File: src/rtl/rr_hs_pkg.sv
package rr_hs_pkg;

  typedef enum logic [3:0] {
    ST_IDLE   = 4'd0,
    ST_W_CLK  = 4'd1,
    ST_W_SEND = 4'd2,
    ST_W_DROP = 4'd3,
    ST_W_ACK  = 4'd4,
    ST_R_CLK  = 4'd5,
    ST_R_IACK = 4'd6,
    ST_R_WAIT = 4'd7,
    ST_R_GIVE = 4'd8,
    ST_P_CLK  = 4'd9,
    ST_P_SEND = 4'd10,
    ST_P_DROP = 4'd11,
    ST_P_ACK  = 4'd12
  } seq_state_t;

  typedef struct packed {
    logic rd_buf_en;
    logic wr_buf_en;
    logic wr_buf_clk;
    logic in_buf_en;
    logic in_buf_clk;
    logic wr_ack;
    logic rd_ack;
    logic out_req;
    logic in_ack;
  } strobe_t;

  localparam int STROBE_W = $bits(strobe_t);

endpackage

File: src/rtl/rr_hs_next.sv
module rr_hs_next
  import rr_hs_pkg::*;
(
  input  seq_state_t cur,
  input  logic       wr_req,
  input  logic       rd_req,
  input  logic       in_req,
  input  logic       in_local,
  input  logic       out_ack,
  output seq_state_t nxt
);

  always_comb begin
    nxt = cur;
    unique case (cur)
      ST_IDLE: begin
        if (in_req)      nxt = in_local ? ST_R_CLK : ST_P_CLK;
        else if (wr_req) nxt = ST_W_CLK;
      end
      ST_W_CLK:  nxt = ST_W_SEND;
      ST_W_SEND: if (out_ack)  nxt = ST_W_DROP;
      ST_W_DROP: if (!out_ack) nxt = ST_W_ACK;
      ST_W_ACK:  if (!wr_req)  nxt = ST_IDLE;
      ST_R_CLK:  nxt = ST_R_IACK;
      ST_R_IACK: if (!in_req)  nxt = ST_R_WAIT;
      ST_R_WAIT: if (rd_req)   nxt = ST_R_GIVE;
      ST_R_GIVE: if (!rd_req)  nxt = ST_IDLE;
      ST_P_CLK:  nxt = ST_P_SEND;
      ST_P_SEND: if (out_ack)  nxt = ST_P_DROP;
      ST_P_DROP: if (!out_ack) nxt = ST_P_ACK;
      ST_P_ACK:  if (!in_req)  nxt = ST_IDLE;
      default:   nxt = ST_IDLE;
    endcase
  end

endmodule

File: src/rtl/rr_hs_decode.sv
module rr_hs_decode
  import rr_hs_pkg::*;
(
  input  seq_state_t st,
  output strobe_t    strb
);

  always_comb begin
    strb = '0;
    unique case (st)
      ST_W_CLK:  strb.wr_buf_clk = 1'b1;
      ST_W_SEND: begin
        strb.wr_buf_en = 1'b1;
        strb.out_req   = 1'b1;
      end
      ST_W_ACK:  strb.wr_ack = 1'b1;
      ST_R_CLK:  strb.in_buf_clk = 1'b1;
      ST_R_IACK: strb.in_ack = 1'b1;
      ST_R_GIVE: begin
        strb.in_buf_en = 1'b1;
        strb.rd_buf_en = 1'b1;
        strb.rd_ack    = 1'b1;
      end
      ST_P_CLK:  strb.in_buf_clk = 1'b1;
      ST_P_SEND: begin
        strb.in_buf_en = 1'b1;
        strb.out_req   = 1'b1;
      end
      ST_P_ACK:  strb.in_ack = 1'b1;
      default:   strb = '0;
    endcase
  end

endmodule

File: src/rtl/rr_hs_ctrl.sv
module rr_hs_ctrl
  import rr_hs_pkg::*;
(
  input  logic clk,
  input  logic rst_n,
  input  logic wr_req,
  input  logic rd_req,
  input  logic in_req,
  input  logic in_local,
  input  logic out_ack,
  output logic rd_buf_en,
  output logic wr_buf_en,
  output logic wr_buf_clk,
  output logic in_buf_en,
  output logic in_buf_clk,
  output logic wr_ack,
  output logic rd_ack,
  output logic out_req,
  output logic in_ack
);

  seq_state_t state_q, state_d;
  strobe_t    strb_d, strb_q;

  rr_hs_next u_next (
    .cur      (state_q),
    .wr_req   (wr_req),
    .rd_req   (rd_req),
    .in_req   (in_req),
    .in_local (in_local),
    .out_ack  (out_ack),
    .nxt      (state_d)
  );

  // Decode the next state so that the strobes are flip-flop outputs.
  rr_hs_decode u_dec (
    .st   (state_d),
    .strb (strb_d)
  );

  always_ff @(posedge clk or negedge rst_n) begin
    if (!rst_n) begin
      state_q <= ST_IDLE;
      strb_q  <= '0;
    end else begin
      state_q <= state_d;
      strb_q  <= strb_d;
    end
  end

  assign rd_buf_en  = strb_q.rd_buf_en;
  assign wr_buf_en  = strb_q.wr_buf_en;
  assign wr_buf_clk = strb_q.wr_buf_clk;
  assign in_buf_en  = strb_q.in_buf_en;
  assign in_buf_clk = strb_q.in_buf_clk;
  assign wr_ack     = strb_q.wr_ack;
  assign rd_ack     = strb_q.rd_ack;
  assign out_req    = strb_q.out_req;
  assign in_ack     = strb_q.in_ack;


  wr_clk_then_send_chk: assert property (@(posedge clk) disable iff (!rst_n)
    wr_buf_clk |=> (wr_buf_en && out_req && !wr_buf_clk));


  in_clk_pulse_chk: assert property (@(posedge clk) disable iff (!rst_n)
    in_buf_clk |=> (!in_buf_clk && (in_ack || (in_buf_en && out_req))));


  out_req_hold_chk: assert property (@(posedge clk) disable iff (!rst_n)
    (out_req && !out_ack) |=> out_req);


  in_ack_hold_chk: assert property (@(posedge clk) disable iff (!rst_n)
    (in_ack && in_req) |=> in_ack);


  wr_ack_hold_chk: assert property (@(posedge clk) disable iff (!rst_n)
    (wr_ack && wr_req) |=> wr_ack);


  rd_ack_hold_chk: assert property (@(posedge clk) disable iff (!rst_n)
    (rd_ack && rd_req) |=> (rd_ack && rd_buf_en && in_buf_en));


  single_source_chk: assert property (@(posedge clk) disable iff (!rst_n)
    out_req |-> $onehot({wr_buf_en, in_buf_en}));


  no_mixed_ack_chk: assert property (@(posedge clk) disable iff (!rst_n)
    !(rd_ack && out_req));

endmodule

File: config.mk
export PLATFORM = sky130hd
export DESIGN_NAME = rr_hs_ctrl
export DESIGN_NICKNAME = d
export VERILOG_FILES = /design/src/rtl/rr_hs_pkg.sv /design/src/rtl/rr_hs_next.sv /design/src/rtl/rr_hs_decode.sv /design/src/rtl/rr_hs_ctrl.sv
export SDC_FILE = /design/constraint.sdc
export NUM_CORES = 1
export LEC_CHECK = 0
export BUFFER_PORTS_ARGS = -buffer_cell sky130_fd_sc_hd__buf_2
export CORE_MARGIN = 2
export CORE_UTILIZATION = 48
export CTS_BUF_LIST = sky130_fd_sc_hd__clkbuf_8
export CTS_CLUSTER_DIAMETER = 40
export DETAILED_ROUTE_END_ITERATION = 8
export PLACE_DENSITY_LB_ADDON = 0.15
export RECOVER_POWER = 50
export SYNTH_ARGS = -nofsm -noshare
export SYNTH_HDL_FRONTEND = slang
export SYNTH_SLANG_ARGS = --single-unit
File: constraint.sdc
create_clock -name clk -period 1.5 [get_ports clk]
set_input_delay 0.075 -clock clk [delete_from_list [all_inputs] [get_ports clk]]
set_output_delay 0.075 -clock clk [all_outputs]
set_load 0.02 [all_outputs]
==> results of run 1 <==
worst max-delay path, delay by kind of cell (launching register included):
| family | cells | cell delay (ns) |
|---|---|---|
| flops | 1 | 0.46 |
| compound gates | 2 | 0.52 |
| simple gates | 1 | 0.39 |
flip-flops by register name, summed over array words and instances (netlist names):
| name | flops |
|---|---|
| out_req | 1 |
| state_q | 4 |
| rd_ack | 1 |
| wr_buf_en | 1 |
| wr_buf_clk | 1 |
| in_ack | 1 |
| in_buf_en | 1 |
| in_buf_clk | 1 |
| wr_ack | 1 |
power breakdown:
part | switching (mW) | leakage, nW | internal, mW
sequential | 0.123 | 0.153 | 0.442
clock | 0.134 | 0.0288 | 0.232
combinational | 0.523 | 0.237 | 0.474
through the flow:
| step | utilization | setup WS (ns) | instances | setup TNS [ns] |
|---|---|---|---|---|
| after floorplan | - | 0.005307 | 62 | 0 |
| after global placement | 0.5996 | -0.02411 | 95 | -0.02666 |
| after detailed placement | 0.5996 | -0.01654 | 95 | -0.01654 |
| after CTS | 0.6677 | 0.005764 | 101 | 0 |
| after global routing | 0.6893 | -0.01228 | 102 | -0.02400 |
| final | 0.6893 | 0.02903 | 102 | 0 |
kinds of logic after synthesis:
| group | count (synthesis) | share of synthesized area |
|---|---|---|
| compound gates | 17 | 0.1836 |
| buf+inv | 7 | 0.06445 |
| flops | 12 | 0.4688 |
| simple gates | 26 | 0.2832 |
worst max-delay path by stage:
| stage | startpoint | endpoint | cells past startpoint |
|---|---|---|---|
| after floorplan | state_q[3] | wr_buf_en | 4 |
| after global placement | state_q[0] | wr_buf_en | 3 |
| after detailed placement | state_q[0] | wr_buf_en | 3 |
| after CTS | state_q[1] | in_ack | 4 |
| after global routing | state_q[0] | state_q[2] | 3 |
| final | state_q[0] | state_q[2] | 3 |
Yosys cell counts, types with 2 or more instances:
| library cell | number | share of area |
|---|---|---|
| nor2b_1 | 3 | 0.029 |
| o211ai_1 | 2 | 0.023 |
| nand2_1 | 6 | 0.035 |
| inv_1 | 2 | 0.012 |
| dfrtp_1 | 12 | 0.47 |
| o21ai_0 | 5 | 0.039 |
| buf_2 | 3 | 0.023 |
| a21oi_1 | 3 | 0.023 |
| nor2_1 | 2 | 0.012 |
| nand3_1 | 2 | 0.016 |
| nor3_1 | 2 | 0.016 |
layout make-up:
cell class	instances	area (µm²)
fill	100	394.1
multi-input combinational	43	330.3
sequential	12	304.0
timing repair buffer	26	158.9
clock buffer	4	55.05
tap	15	18.77
inverter	2	7.507
layer usage:
| layer | share of wire | vias up | wire [µm] |
|---|---|---|---|
| met5 | 0 | - | 0 |
| met4 | 0.034 | 0 | 54 |
| met3 | 0.055 | 10 | 88 |
| met2 | 0.51 | 25 | 815 |
| met1 | 0.40 | 279 | 633 |
| li1 | - | 274 | - |
what timing repair did:
action,CTS,global route
pin swaps,4,3
hold endpoints to repair,12,0
hold buffers,1,0
buffers inserted,1,1
setup endpoints to repair,3,6
gates resized for setup,6,7
cloned,0,0
==> results.py, run 1 <==
metrics = {
    "finish": {
        "diodes": 0,
        "final_area_um2": 874.6,
        "syn_to_final_growth_pct": 36.52,
        "drive_gt1_frac": 0.4713,
        "final_common_cell": "buf_2",
        "final_cell_mix": "11 x buf_2, 9 x dfrtp_1, 9 x buf_4, 6 x nand2_1",
        "layout.nets": 95,
    },
    "worst_setup_path": {
        "crit_path_cell_trace": "or3_4 > a32o_2 > a21o_2",
        "cp_slowest_cell": "dfrtp_2",
        "r2r-end": "state_q[2]",
        "crit_required_ns": 1.64,
        "start_kind": "register",
        "r2r_start": "state_q[0]",
        "reg2reg_depth": 3,
        "cp_data_arrival_time_ns": 1.61,
        "rrSetupSlack_ns": 0.03,
        "max_stage_delay_ns": 0.46,
        "critPathKind": "reg -> reg",
        "worstPathMaxFanout": 8,
        "end_kind": "register",
    },
    "sta": {
        "fmax_ghz": 0.6798,
        "holdWs_ns": 0.04874,
        "tightest_slew_ns": 0.6411,
        "clock_skew_ns": 0.006590,
        "hold_viol_final": 0,
        "fin_crit_ns": 1.471,
        "rsz0062_at_grt": "true",
        "max_slew_margin": 0.5726,
        "setup_violations": 0,
        "fin_crit_sh": 0.9806,
        "slew_violations": 0,
    },
    "clocking": {
        "clk_pin_slew_ns": 0.06,
        "cts.sinks": 12,
        "clock_latency_ns": 0.25,
        "clockBufferDepth": 2,
        "cts-root-buf": "clkbuf_8",
        "cts-htree-levels": 1,
        "cts_made_buffers": 3,
        "cts_tree": "yes",
    },
    "grt": {
        "grt_util_met2": 0.3651,
        "grt_max_degree": 13,
        "met3_usage": 0.06111,
        "track_usage": 0.2197,
        "top_usage_layer": "met2",
        "grt_pass1_wl_um": 2270,
        "antenna_found_initial": 0,
        "grt_pass1_vias": 557,
        "use_met1": 0.2457,
        "overflow": 0,
    },
    "drt": {
        "wirelength_um": 1590,
        "vias": 588,
        "drc": 0,
        "post_drt_wl_per_cell_um": 15.59,
        "first_pass_iters": 4,
        "viasPerCell": 5.765,
        "drt_iter0_markers": 19,
        "drtAntennaViolNets": 0,
    },
    "floorplanning": {
        "die_x_um": 40.53,
        "initial_utilization": 0.5049,
        "rows": 13,
        "dieArea_um2": 1643,
        "core_um2": 1269,
        "io_pins": 16,
        "die_y_um": 40.53,
    },
    "yosys": {
        "ys_seq_elements": 12,
        "syn_avg_cell_area_um2": 10.33,
        "syn_area_um2": 640.6,
        "ys_warn_count": 0,
        "synthesis.nets": 69,
        "synth-edff-count": 0,
        "synth_cell_type_count": 31,
        "synthArstFlopShare": 1.000,
        "yosys_most_used_dff": "dfrtp_1",
        "synthCells": 62,
        "yosysSeqAreaShare": 0.4688,
    },
    "job": {
        "max_cap_viol_count": 0,
    },
    "status": {
        "outcome": "finished, final reports clean",
    },
    "pwr": {
        "power_mw": 1.929,
        "ir_drop_mv": 1.212,
        "p_per_area_nw_per_um2": 2206,
        "power.leakage_nw": 0.4185,
    },
    "hold_path": {
        "min_path_type": "in -> reg",
        "hold_path_end": "state_q[2]",
        "min_from": "in_local",
        "holdPathStages": 2,
    },
    "placed_design": {
        "post_dp_cell_area_um2": 760.7,
        "portBuffers": 15,
        "post-dp-hpwl_um": 1019,
        "place.gp.congestion": 0.9002,
    },
}
(Power assumes the default switching activity.)
==> inputs of run 2 (changes only) <==
Settings changed: SETUP_SLACK_MARGIN set to 0.05.
==> run 2 against run 1 <==
Against the previous run:
- final cell count unchanged
- sequential cell count is the same
- sequential power about the same
- highest routed layer is now met3
- design area down 3.6%
- critical endpoint unchanged
- count of clock-buffer cells in the layout fell by 1
==> results.py, run 2 (synthesis results as in run 1) <==
metrics = {
    "drt": {
        "post_drt_wl_per_cell_um": 14.23,
        "wirelength_um": 1451,
        "first_pass_iters": 4,
        "drc": 0,
        "drt_iter0_markers": 21,
        "drtAntennaViolNets": 0,
        "vias": 568,
        "viasPerCell": 5.569,
    },
    "pwr": {
        "ir_drop_mv": 0.9815,
        "power_mw": 1.825,
        "p_per_area_nw_per_um2": 2164,
        "power.leakage_nw": 0.4092,
    },
    "finish": {
        "final_cell_mix": "12 x buf_2, 11 x buf_4, 9 x dfrtp_1, 6 x nand2_1",
        "final_util": 0.6647,
        "fill_cells": 105,
        "drive_gt1_frac": 0.4253,
        "largest_reg_flops": 4,
        "final_cells": 102,
        "layout.nets": 96,
        "final_area_um2": 843.3,
        "diodes": 0,
        "syn_to_final_growth_pct": 31.64,
        "regMostFlops": "state_q",
        "final_common_cell": "buf_2",
    },
    "sta": {
        "hold_viol_final": 0,
        "fin_crit_sh": 0.9846,
        "fin_crit_ns": 1.477,
        "slew_violations": 0,
        "max_slew_margin": 0.5893,
        "setup_violations": 0,
        "tightest_slew_ns": 0.6160,
        "setup_slack_ns": 0.02314,
        "rsz0062_at_grt": "true",
        "clock_skew_ns": 0.0001648,
        "fmax_ghz": 0.6771,
    },
    "placed_design": {
        "portBuffers": 15,
        "post_dp_cell_area_um2": 738.2,
        "place.gp.congestion": 0.8370,
        "dp.cells": 92,
        "post-dp-hpwl_um": 975.7,
        "place_ws_ns": -0.02831,
    },
    "status": {
        "outcome": "finished, final reports clean",
    },
    "hold_path": {
        "hold_path_end": "state_q[2]",
        "min_from": "in_local",
        "min_path_type": "in -> reg",
        "holdPathStages": 2,
    },
    "worst_setup_path": {
        "cp_data_arrival_time_ns": 1.60,
        "critPathKind": "reg -> reg",
        "r2r-end": "state_q[2]",
        "r2r_start": "state_q[0]",
        "reg2reg_depth": 3,
        "worstPathMaxFanout": 10,
        "crit_required_ns": 1.63,
        "start_kind": "register",
        "rrSetupSlack_ns": 0.02,
        "end_kind": "register",
    },
    "job": {
        "max_cap_viol_count": 0,
    },
    "floorplanning": {
        "rows": 13,
        "core_um2": 1269,
        "die_y_um": 40.53,
        "dieArea_um2": 1643,
        "die_x_um": 40.53,
        "io_pins": 16,
        "initial_utilization": 0.5049,
    },
    "clocking": {
        "clk_pin_slew_ns": 0.05,
        "clockBufferDepth": 2,
        "cts-htree-levels": 1,
        "cts-root-buf": "clkbuf_8",
        "cts_made_buffers": 3,
        "cts.sinks": 12,
        "clock_latency_ns": 0.23,
        "cts_tree": "yes",
    },
    "grt": {
        "overflow": 0,
        "grt_max_degree": 13,
        "grt_pass1_wl_um": 2159,
        "antenna_found_initial": 0,
        "track_usage": 0.2090,
        "grt_pass1_vias": 487,
    },
}
==> run 2: area by class of cell <==
cell class              instances  area, µm²  share of cell area
multi-input cells              43      307.8              0.3650
flip-flops and latches         12      304.0              0.3605
repair buffers                 27      163.9              0.1944
clock buffers                   3      41.29             0.04896
well taps                      15      18.77             0.02226
inverters                       2      7.507            0.008902
==> run 2: per-layer routing <==
layer,share of wire,up-vias,GRT usage
met5,0,-,0
met4,0,0,0.07500
met3,0.059,0,0.05000
met2,0.50,21,0.3294
met1,0.44,271,0.2746
li1,-,276,-
==> run 2: power by group <==
| group | switching [mW] | internal [mW] |
|---|---|---|
| Sequential | 0.127 | 0.442 |
| Combinational | 0.493 | 0.476 |
| Clock | 0.111 | 0.176 |
| Total | 0.730 | 1.09 |
==> run 2: worst max-delay path by stage <==
| stage | endpoint | from | slack [ns] | cells past startpoint |
|---|---|---|---|---|
| 3_3_place_gp | wr_buf_en | state_q[0] | -0.03 | 4 |
| 2_1_floorplan | wr_buf_en | state_q[2] | 0.05 | 5 |
| 5_1_grt | in_buf_en | state_q[3] | -0.07 | 4 |
| 3_5_place_dp | wr_buf_en | state_q[0] | -0.03 | 4 |
| 4_1_cts | state_q[2] | state_q[0] | 0.03 | 3 |
| 6_report | state_q[2] | state_q[0] | 0.02 | 3 |
==> run 2: worst max-delay path, stage by stage, from the launching register on <==
cell	delay, ns
dfrtp_2	0.47
or3_4	0.39
a32o_2	0.32
a21o_2	0.19
==> run 2: per-stage QoR <==
stage / hold WS, ns / setup TNS, ns
final: 0.06715 / 0
after global routing: 0.07451 / -0.2032
after CTS: 0.06246 / 0
after detailed placement: -0.03275 / -0.03620
after floorplan: -0.2206 / 0
after global placement: -0.04158 / -0.02943
==> run 2: what timing repair did <==
item,CTS,global route
gates resized for setup,6,0
pin swaps,1,1
setup buffers,5,1
endpoints found under the setup margin,5,5
gates cloned,0,0
hold buffers,1,0
endpoints found under the hold margin,12,0
